File: src/rtl/hre_pkg.sv
package hre_pkg;
    parameter int HRE_COLS       = 64;
    parameter int HRE_MAX_STATES = 6;
    parameter int HRE_RUN_MAX    = 4;
endpackage

File: src/rtl/hre_start_mark.sv
// Marks the columns where a record begins and computes the length code a
// record starting at each column would carry.
module hre_start_mark #(
    parameter int COLS    = 64,
    parameter int RUN_MAX = 4,
    localparam int LEN_W  = $clog2(RUN_MAX)
) (
    input  logic [COLS-1:0]       hits,
    output logic [COLS-1:0]       start,
    output logic [COLS*LEN_W-1:0] len_flat
);
    logic [COLS+RUN_MAX-1:0] padded;

    assign padded = {{RUN_MAX{1'b0}}, hits};

    // Position inside the current run, modulo RUN_MAX: a record begins
    // whenever a fired pixel sits at position zero.
    always_comb begin
        logic [LEN_W-1:0] pos;
        pos   = '0;
        start = '0;
        for (int c = 0; c < COLS; c++) begin
            start[c] = hits[c] && (pos == '0);
            pos      = hits[c] ? pos + LEN_W'(1) : '0;
        end
    end

    // Number of further contiguous fired pixels after column c, capped.
    always_comb begin
        logic [LEN_W-1:0] n;
        logic             cont;
        len_flat = '0;
        for (int c = 0; c < COLS; c++) begin
            n    = '0;
            cont = 1'b1;
            for (int j = 1; j < RUN_MAX; j++) begin
                cont = cont & padded[c+j];
                if (cont) n = n + LEN_W'(1);
            end
            len_flat[c*LEN_W +: LEN_W] = n;
        end
    end
endmodule

File: src/rtl/hre_first_one.sv
// Finds the lowest set bit of a vector and returns the vector without it.
module hre_first_one #(
    parameter int COLS   = 64,
    localparam int COL_W = $clog2(COLS)
) (
    input  logic [COLS-1:0]  vec_in,
    output logic             found,
    output logic [COL_W-1:0] idx,
    output logic [COLS-1:0]  vec_out
);
    always_comb begin
        found = 1'b0;
        idx   = '0;
        for (int i = COLS - 1; i >= 0; i--) begin
            if (vec_in[i]) begin
                found = 1'b1;
                idx   = COL_W'(i);
            end
        end
    end

    assign vec_out = found ? (vec_in & ~(COLS'(1) << idx)) : vec_in;
endmodule

File: src/rtl/hit_run_encoder.sv
module hit_run_encoder #(
    parameter int COLS       = hre_pkg::HRE_COLS,
    parameter int MAX_STATES = hre_pkg::HRE_MAX_STATES,
    parameter int RUN_MAX    = hre_pkg::HRE_RUN_MAX,
    localparam int COL_W     = $clog2(COLS),
    localparam int LEN_W     = $clog2(RUN_MAX)
) (
    input  logic                        clk,
    input  logic                        rst_n,
    input  logic                        row_valid,
    input  logic [COLS-1:0]             hits,
    output logic                        out_valid,
    output logic [MAX_STATES-1:0]       state_vld,
    output logic [MAX_STATES*LEN_W-1:0] state_len,
    output logic [MAX_STATES*COL_W-1:0] state_col,
    output logic                        overflow
);
    typedef struct packed {
        logic                        out_valid;
        logic [MAX_STATES-1:0]       vld;
        logic [MAX_STATES*LEN_W-1:0] len;
        logic [MAX_STATES*COL_W-1:0] col;
        logic                        ovf;
    } enc_state_t;

    enc_state_t cur_q, nxt_d;

    logic [COLS-1:0]       start;
    logic [COLS*LEN_W-1:0] len_flat;
    logic                  sel_found [MAX_STATES];
    logic [COL_W-1:0]      sel_idx   [MAX_STATES];
    logic [COLS-1:0]       leftover;

    hre_start_mark #(.COLS(COLS), .RUN_MAX(RUN_MAX)) u_mark (
        .hits     (hits),
        .start    (start),
        .len_flat (len_flat)
    );

    // Chain of lowest-bit pickers: stage k takes the k-th record in
    // column order.
    for (genvar k = 0; k < MAX_STATES; k++) begin : g_stage
        logic [COLS-1:0] vin;
        logic [COLS-1:0] vout;
        if (k == 0) begin : g_head
            assign vin = start;
        end else begin : g_link
            assign vin = g_stage[k-1].vout;
        end
        hre_first_one #(.COLS(COLS)) u_pick (
            .vec_in  (vin),
            .found   (sel_found[k]),
            .idx     (sel_idx[k]),
            .vec_out (vout)
        );
    end

    assign leftover = g_stage[MAX_STATES-1].vout;

    always_comb begin
        nxt_d           = cur_q;
        nxt_d.out_valid = row_valid;
        if (row_valid) begin
            for (int k = 0; k < MAX_STATES; k++) begin
                nxt_d.vld[k] = sel_found[k];
                nxt_d.len[k*LEN_W +: LEN_W] = sel_found[k] ?
                    len_flat[int'(sel_idx[k])*LEN_W +: LEN_W] : '0;
                nxt_d.col[k*COL_W +: COL_W] = sel_found[k] ? sel_idx[k] : '0;
            end
            nxt_d.ovf = |leftover;
        end
    end

    always_ff @(posedge clk) begin
        if (!rst_n) cur_q <= '0;
        else        cur_q <= nxt_d;
    end

    assign out_valid = cur_q.out_valid;
    assign state_vld = cur_q.vld;
    assign state_len = cur_q.len;
    assign state_col = cur_q.col;
    assign overflow  = cur_q.ovf;
endmodule

File: config.mk
export PLATFORM = sky130hd
export DESIGN_NAME = hit_run_encoder
export DESIGN_NICKNAME = d
export VERILOG_FILES = /design/src/rtl/hre_pkg.sv /design/src/rtl/hre_start_mark.sv /design/src/rtl/hre_first_one.sv /design/src/rtl/hit_run_encoder.sv
export SDC_FILE = /design/constraint.sdc
export NUM_CORES = 1
export LEC_CHECK = 0
export BUFFER_PORTS_ARGS = -buffer_cell sky130_fd_sc_hd__buf_4
export CORE_MARGIN = 2
export CORE_UTILIZATION = 40
export DETAILED_ROUTE_END_ITERATION = 12
export PLACE_DENSITY_LB_ADDON = 0.25
export SYNTH_ARGS = -nofsm -noshare
export SYNTH_HDL_FRONTEND = slang
export SYNTH_HIERARCHICAL = 1
export SYNTH_SLANG_ARGS = --single-unit
File: constraint.sdc
create_clock -name clk -period 47.9 [get_ports clk]
set_clock_uncertainty 0.05 [all_clocks]
set_input_delay 14.37 -clock clk [delete_from_list [all_inputs] [get_ports clk]]
set_output_delay 14.37 -clock clk [all_outputs]
set_load 0.05 [all_outputs]
==> key figures, run 1 <==
Run status
  • Outcome: complete, no violations

Global route
  • Largest net degree at the start of global routing: 58
  • GRT Util Overall: 39.4%
  • Initial antenna violation count: 2
  • First-pass GRT wire length: 175 mm
  • Grt ovf: 0
  • Vias in the first global route: 28700

STA
  • Hold Vio Cnt, Final: 0
  • Slew Limit Headroom: 30.9%
  • Fmax achieved: 21.3 MHz
  • Unrepaired setup endpoints after global routing: yes
  • Final period utilization: 98.1%
  • Final-report setup violation count: 0
  • Fin worst setup slack: 0.928 ns
  • Slew @ Worst Pin: 1.03 ns
  • Sum Neg Setup Slack: 0 ns
  • Minimum clock period: 46.97 ns
  • Slew Limit Fails: 0

CTS
  • Clock buffer depth: 2
  • Skew-Pair Late Insertion Delay: 0.29 ns
  • CTS tree: built
  • CTS clk-pin slew, worst paths: 0.07 ns
  • Root buffer cell: clkbuf_16
  • Num CTS Buffers: 5
  • TritonCTS sink count: 56
  • Htree depth: 2
  • # hold bufs at CTS: 0

Critical path
  • Crit Path Class: in2reg
  • RR Endpoint: overflow
  • Slowest-stage cell, CP: or4_4
  • Cell family with most CP delay: adder cells
  • CP required: 48.03 ns
  • Setup crit start kind: input port
  • CP endpoint: state_len[10]
  • Worst Reg-to-Reg Cells: 2
  • Reg2reg start: overflow
  • Endpoint class of the critical path: flop
  • Crit path DAT: 47.10 ns
  • Worst Path Buf+Inv: 13
  • Delay of the slowest critical-path stage: 0.61 ns
  • Reg2reg setup slack: 47.06 ns
  • Critical Path Fanout Max: 7
  • Critical path depth: 179
  • CP startpoint: hits[1]

Yosys
  • Ys flop type: dfxtp_1
  • Yosys top cell by area: mux4_2
  • Gate Count Post-Synth: 2963
  • Top cells by area, synth: mux4_2 21%, o31a_1 6.6%, dfxtp_1 5.0%
  • Avg Synthesized Cell Area: 7.53 um^2
  • Register bit total from synthesis: 56
  • Cell variety after synth: 84
  • Area of the mapped netlist: 0.0223 mm^2
  • Number of enable flip-flop cells after synthesis: 0
  • Share of the synthesized area in the top cell type: 21.3%
  • Synth warnings: 6
  • Asr flop ratio synth: 0%
  • Sequential area share after synthesis: 5.02%

Layout
  • Layout cells sized above 1: 41.6%
  • FILL cells: 5129
  • Most common cell after layout, fill and taps aside: buf_4
  • Footprint of the multi-input gates: 0.0216 mm^2
  • Antenna Cells: 0
  • Final instance area: 0.0326 mm^2
  • Nets: 3969
  • Storage element area: 0.00112 mm^2
  • Most frequent cells in the layout: 930 x buf_4, 267 x nor2_1, 235 x inv_1
  • Layout overhead on the synthesized area: 46.1%
  • Final Util: 59.2%

Power
  • Int Power: 0.411 mW
  • Max VDD drop: 0.0154 mV
  • Sw frac: 50.9%
  • Total power per unit cell area: 25.7 mW/mm^2
  • Clock network fraction of total power: 4.5%
  • Share of total power in combinational logic: 89.2%
  • Leak Pwr: 12.8 nW
  • Sw power: 0.426 mW
  • Overall power: 0.837 mW
  • Sequential Power Share: 6.3%

Routing
  • Vias per cell: 6.62
  • DR WL/cell: 26.2 um
  • DRC: 0
  • Via count: 30400
  • Total iterations of the first detailed-routing run: 6
  • DR iter-0 viols: 3629
  • Post-DRT Antenna Nets: 0
  • WL final: 120 mm

Hold path
  • Hold Crit Class: reg2reg
  • Min-delay src: state_len[9]

Floorplan
  • Row count: 86
  • Die outline height: 240 um
  • Core outline area: 0.0551 mm^2
  • Starting Density: 40.5%
  • Die area: 0.0577 mm^2
  • Die Wd: 240 um
  • Num ports: 123

Place
  • Worst slack at placement: -0.119 ns
  • Port bufs: 122
  • Placed Area: 0.0297 mm^2
  • Placed wire-length estimate: 96.1 mm
  • RD Place Congestion: 1.05

Flow run
  • Max Cap Viol: 0
==> state kept, by name (all words and copies together) (netlist names) <==
name and flops:
out_valid 1, overflow 1, state_col 36, state_len 12
state_vld 6
==> kinds of logic after synthesis <==
| family | Yosys count | share of synthesized area, % |
|---|---|---|
| mux | 237 | 22.5 |
| flops | 56 | 5.02 |
| fa+ha+maj | 60 | 3.36 |
| other cells | 7 | 0.118 |
| buf+inv | 370 | 6.88 |
| simple gates | 1223 | 29.6 |
| compound gates | 1010 | 32.6 |
==> power groups by stage <==
stage               clock network [mW]  logic, mW  registers [mW]
floorplan                            0      0.357          0.0658
global route                    0.0393      0.783          0.0530
global placement                     0      0.640          0.0535
finish                          0.0377      0.747          0.0526
detailed placement                   0      0.645          0.0536
CTS                             0.0379      0.648          0.0526
==> layer usage <==
metal	wire [um]	track usage (%)
met1	47000	51.4
met2	54800	63.6
met3	11400	6.96
met4	7070	17.9
met5	12	0
==> cell usage after synthesis (15+ instances only) <==
library cell  instances
a31oi_1             111
and2_1              123
mux4_2              211
a211oi_1             23
or4_4                18
ha_1                 60
or2_1                24
o21ai_0             110
buf_4                16
nor2b_1             132
nand2_1             202
o211ai_1             15
a21oi_1             219
or3_1                18
clkbuf_1             55
o31ai_1              15
nor2_1              282
o31a_1              169
nand3_1              36
or4_1                48
dfxtp_1              56
buf_2                44
nor3_1              110
inv_1               237
nor4_1              105
nand2b_1             40
a21boi_0             44
mux2i_1              26
a22oi_1              38
o21a_1               89
==> layout make-up <==
type	count	share of cell area [%]
multi-input combinational	2541	66.2
timing repair buffer	993	24.2
clock buffer	6	0.395
inverter	245	2.83
clock inverter	2	0.0499
tap	748	2.87
sequential	56	3.44
==> through the flow <==
stage | cells | hold WS, ns
final | 4591 | 0.435
after global routing | 4591 | 0.448
after CTS | 4510 | 0.441
after detailed placement | 4502 | 0.421
after global placement | 4502 | 0.422
after floorplan | 2965 | 0.622
==> worst min-delay path by stage <==
stage	end	slack [ns]	cells after the start
final	state_len[9]	0.44	1
after global routing	state_len[9]	0.45	1
after CTS	state_len[9]	0.44	1
after detailed placement	state_len[5]	0.42	2
after global placement	state_len[9]	0.42	1
after floorplan	state_len[5]	0.62	2
==> repair_timing <==
| item | 4_1_cts | 5_1_grt |
|---|---|---|
| cloned | 0 | 7 |
| setup buffers | 0 | 75 |
| pin swaps | 0 | 188 |
| setup endpoints to repair | 1 | 12 |
| gates resized for setup | 2 | 460 |
(Power assumes the default switching activity.)
==> run 2, diff against run 1 <==
--- a/config.mk
+++ b/config.mk
@@ -9,7 +9,8 @@
 export CORE_MARGIN = 2
 export CORE_UTILIZATION = 40
 export DETAILED_ROUTE_END_ITERATION = 12
-export PLACE_DENSITY_LB_ADDON = 0.25
+export PLACE_DENSITY = 0.66
+export RECOVER_POWER = 50
 export SYNTH_ARGS = -nofsm -noshare
 export SYNTH_HDL_FRONTEND = slang
 export SYNTH_HIERARCHICAL = 1
==> run 2 against run 1 <==
  * The run now ends with capacitance limit, slew limit left
  * Combinational power fell by 5.4%
  * Non-clock buffer count fell by 165
  * Final cell count fell by 3.6%
  * Sequential power barely moved
  * Worst hold slack got worse by 0.012 ns
  * Via count fell by 1.6%
  * Setup slack improved by 0.28 ns
  * Die area did not move
  * Critical path depth rose by 4
  * Critical endpoint unchanged
  * Highest routed layer is now met4
==> key figures, run 2 (same netlist as run 1, synthesis figures left out) <==
Layout
  • Layout cells sized above 1: 36.5%
  • Final Util: 55.6%
  • Largest register FFs: 36
  • Nets: 3804
  • Layout overhead on the synthesized area: 37.3%
  • Antenna Cells: 0
  • Most frequent cells in the layout: 738 x buf_4, 266 x nor2_1, 235 x inv_1
  • Most common cell after layout, fill and taps aside: buf_4

Floorplan
  • Num ports: 123
  • Die area: 0.0577 mm^2
  • Core outline area: 0.0551 mm^2
  • Row count: 86
  • Die Wd: 240 um
  • Die outline height: 240 um
  • Starting Density: 40.5%

Place
  • Port bufs: 122
  • RD Place Congestion: 1.06
  • Placed wire-length estimate: 89.4 mm
  • Worst slack at placement: -0.238 ns

CTS
  • CTS clk-pin slew, worst paths: 0.08 ns
  • Root buffer cell: clkbuf_16
  • Htree depth: 2
  • Skew-Pair Late Insertion Delay: 0.30 ns
  • Num CTS Buffers: 5
  • Clock buffer depth: 2
  • CTS tree: built
  • TritonCTS sink count: 56

Global route
  • Vias in the first global route: 27300
  • First-pass GRT wire length: 168 mm
  • GRT Util Overall: 37.5%
  • Initial antenna violation count: 2
  • Largest net degree at the start of global routing: 58
  • Grt ovf: 0

STA
  • Sum Neg Setup Slack: 0 ns
  • Hold Vio Cnt, Final: 0
  • Slew Limit Headroom: -70.0%
  • Slew Limit Fails: 58
  • Fmax achieved: 21.4 MHz
  • Slew @ Worst Pin: 2.55 ns
  • Final-report setup violation count: 0
  • Fin worst setup slack: 1.21 ns
  • Final period utilization: 97.5%
  • Minimum clock period: 46.69 ns

Critical path
  • CP required: 48.04 ns
  • Critical Path Fanout Max: 8
  • Setup crit start kind: input port
  • Crit path DAT: 46.83 ns
  • Delay of the slowest critical-path stage: 0.56 ns
  • Crit Path Class: in2reg
  • Slowest-stage cell, CP: or4_4
  • Endpoint class of the critical path: flop

Power
  • Total power per unit cell area: 26.0 mW/mm^2
  • Leak Pwr: 11.6 nW
  • Max VDD drop: 0.0433 mV

Run status
  • Failing checks: capacitance limit, slew limit
  • Outcome: finished, violations left

Routing
  • Via count: 29900
  • DR WL/cell: 25.8 um
  • Total iterations of the first detailed-routing run: 8
  • WL final: 114 mm
  • DR iter-0 viols: 3911
  • Vias per cell: 6.76
  • Post-DRT Antenna Nets: 0
  • DRC: 0

Hold path
  • Hold Crit Class: reg2reg

Flow run
  • Max Cap Viol: 1
[run 2: changes by cell type in the layout (fill, tap and decap cells not counted), sizes merged]
| cell | previous run | this run |
|---|---|---|
| and2 | 123 | 124 |
| clkinvlp | 1 | 2 |
| clkbuf | 9 | 62 |
| buf | 990 | 771 |
| o21ai | 126 | 125 |
[run 2: final cells by class]
type | instances | area [um^2]
Sequential cell | 56 | 1120
Multi-Input combinational cell | 2541 | 21200
Tap cell | 748 | 936
Fill cell | 5329 | 24400
Timing Repair Buffer | 828 | 6270
Clock inverter | 3 | 26.3
Clock buffer | 5 | 125
Inverter | 245 | 930
[run 2: worst max-delay path, delay by kind of cell]
family | cells | cell delay (ns)
mux | 3 | 1.19
compound gates | 24 | 4.59
fa+ha+maj | 60 | 16.27
simple gates | 78 | 7.62
buf+inv | 18 | 2.75
[run 2: layer usage]
layer	share of wire [%]	vias up	global-route usage [%]
li1	-	13000	-
met3	13	465	8.54
met2	43	2251	57.4
met4	5.1	0	13.6
met5	0	-	0
met1	40	14200	51.4
[run 2: worst paths after layout]
path	cells after the start	end	slack (ns)	startpoint
hold / removal	1	state_len[7]	0.42	state_len[7]
setup reg to reg	3	state_col[28]	46.93	state_col[28]
hold reg to reg	1	state_len[7]	0.42	state_len[7]
setup / recovery	183	state_len[10]	1.21	hits[2]
[run 2: timing repair]
action | 4_1_cts | 5_1_grt
hold buffers | 0 | 0
setup buffers | 0 | 91
endpoints found under the setup margin | 2 | 12
gates cloned | 0 | 3
endpoints found under the hold margin | 0 | 0
resized for setup | 1 | 398
pin swaps | 0 | 143
[run 2: metrics by stage]
step	instance area [um^2]	instances	power (mW)	hold slack, ns
floorplan	22300	2965	0.423	0.622
global placement	28300	4324	0.673	0.404
detailed placement	28300	4324	0.671	0.408
CTS	28500	4332	0.712	0.430
global route	30600	4426	0.833	0.454
finish	30600	4426	0.798	0.423
[run 2: report_power, final]
group	leakage, nW	internal, mW	total (mW)	switching (mW)
Clock	0.0680	0.0198	0.0387	0.0188
Sequential	0.457	0.0503	0.0528	0.00256
Combinational	11.1	0.311	0.707	0.395
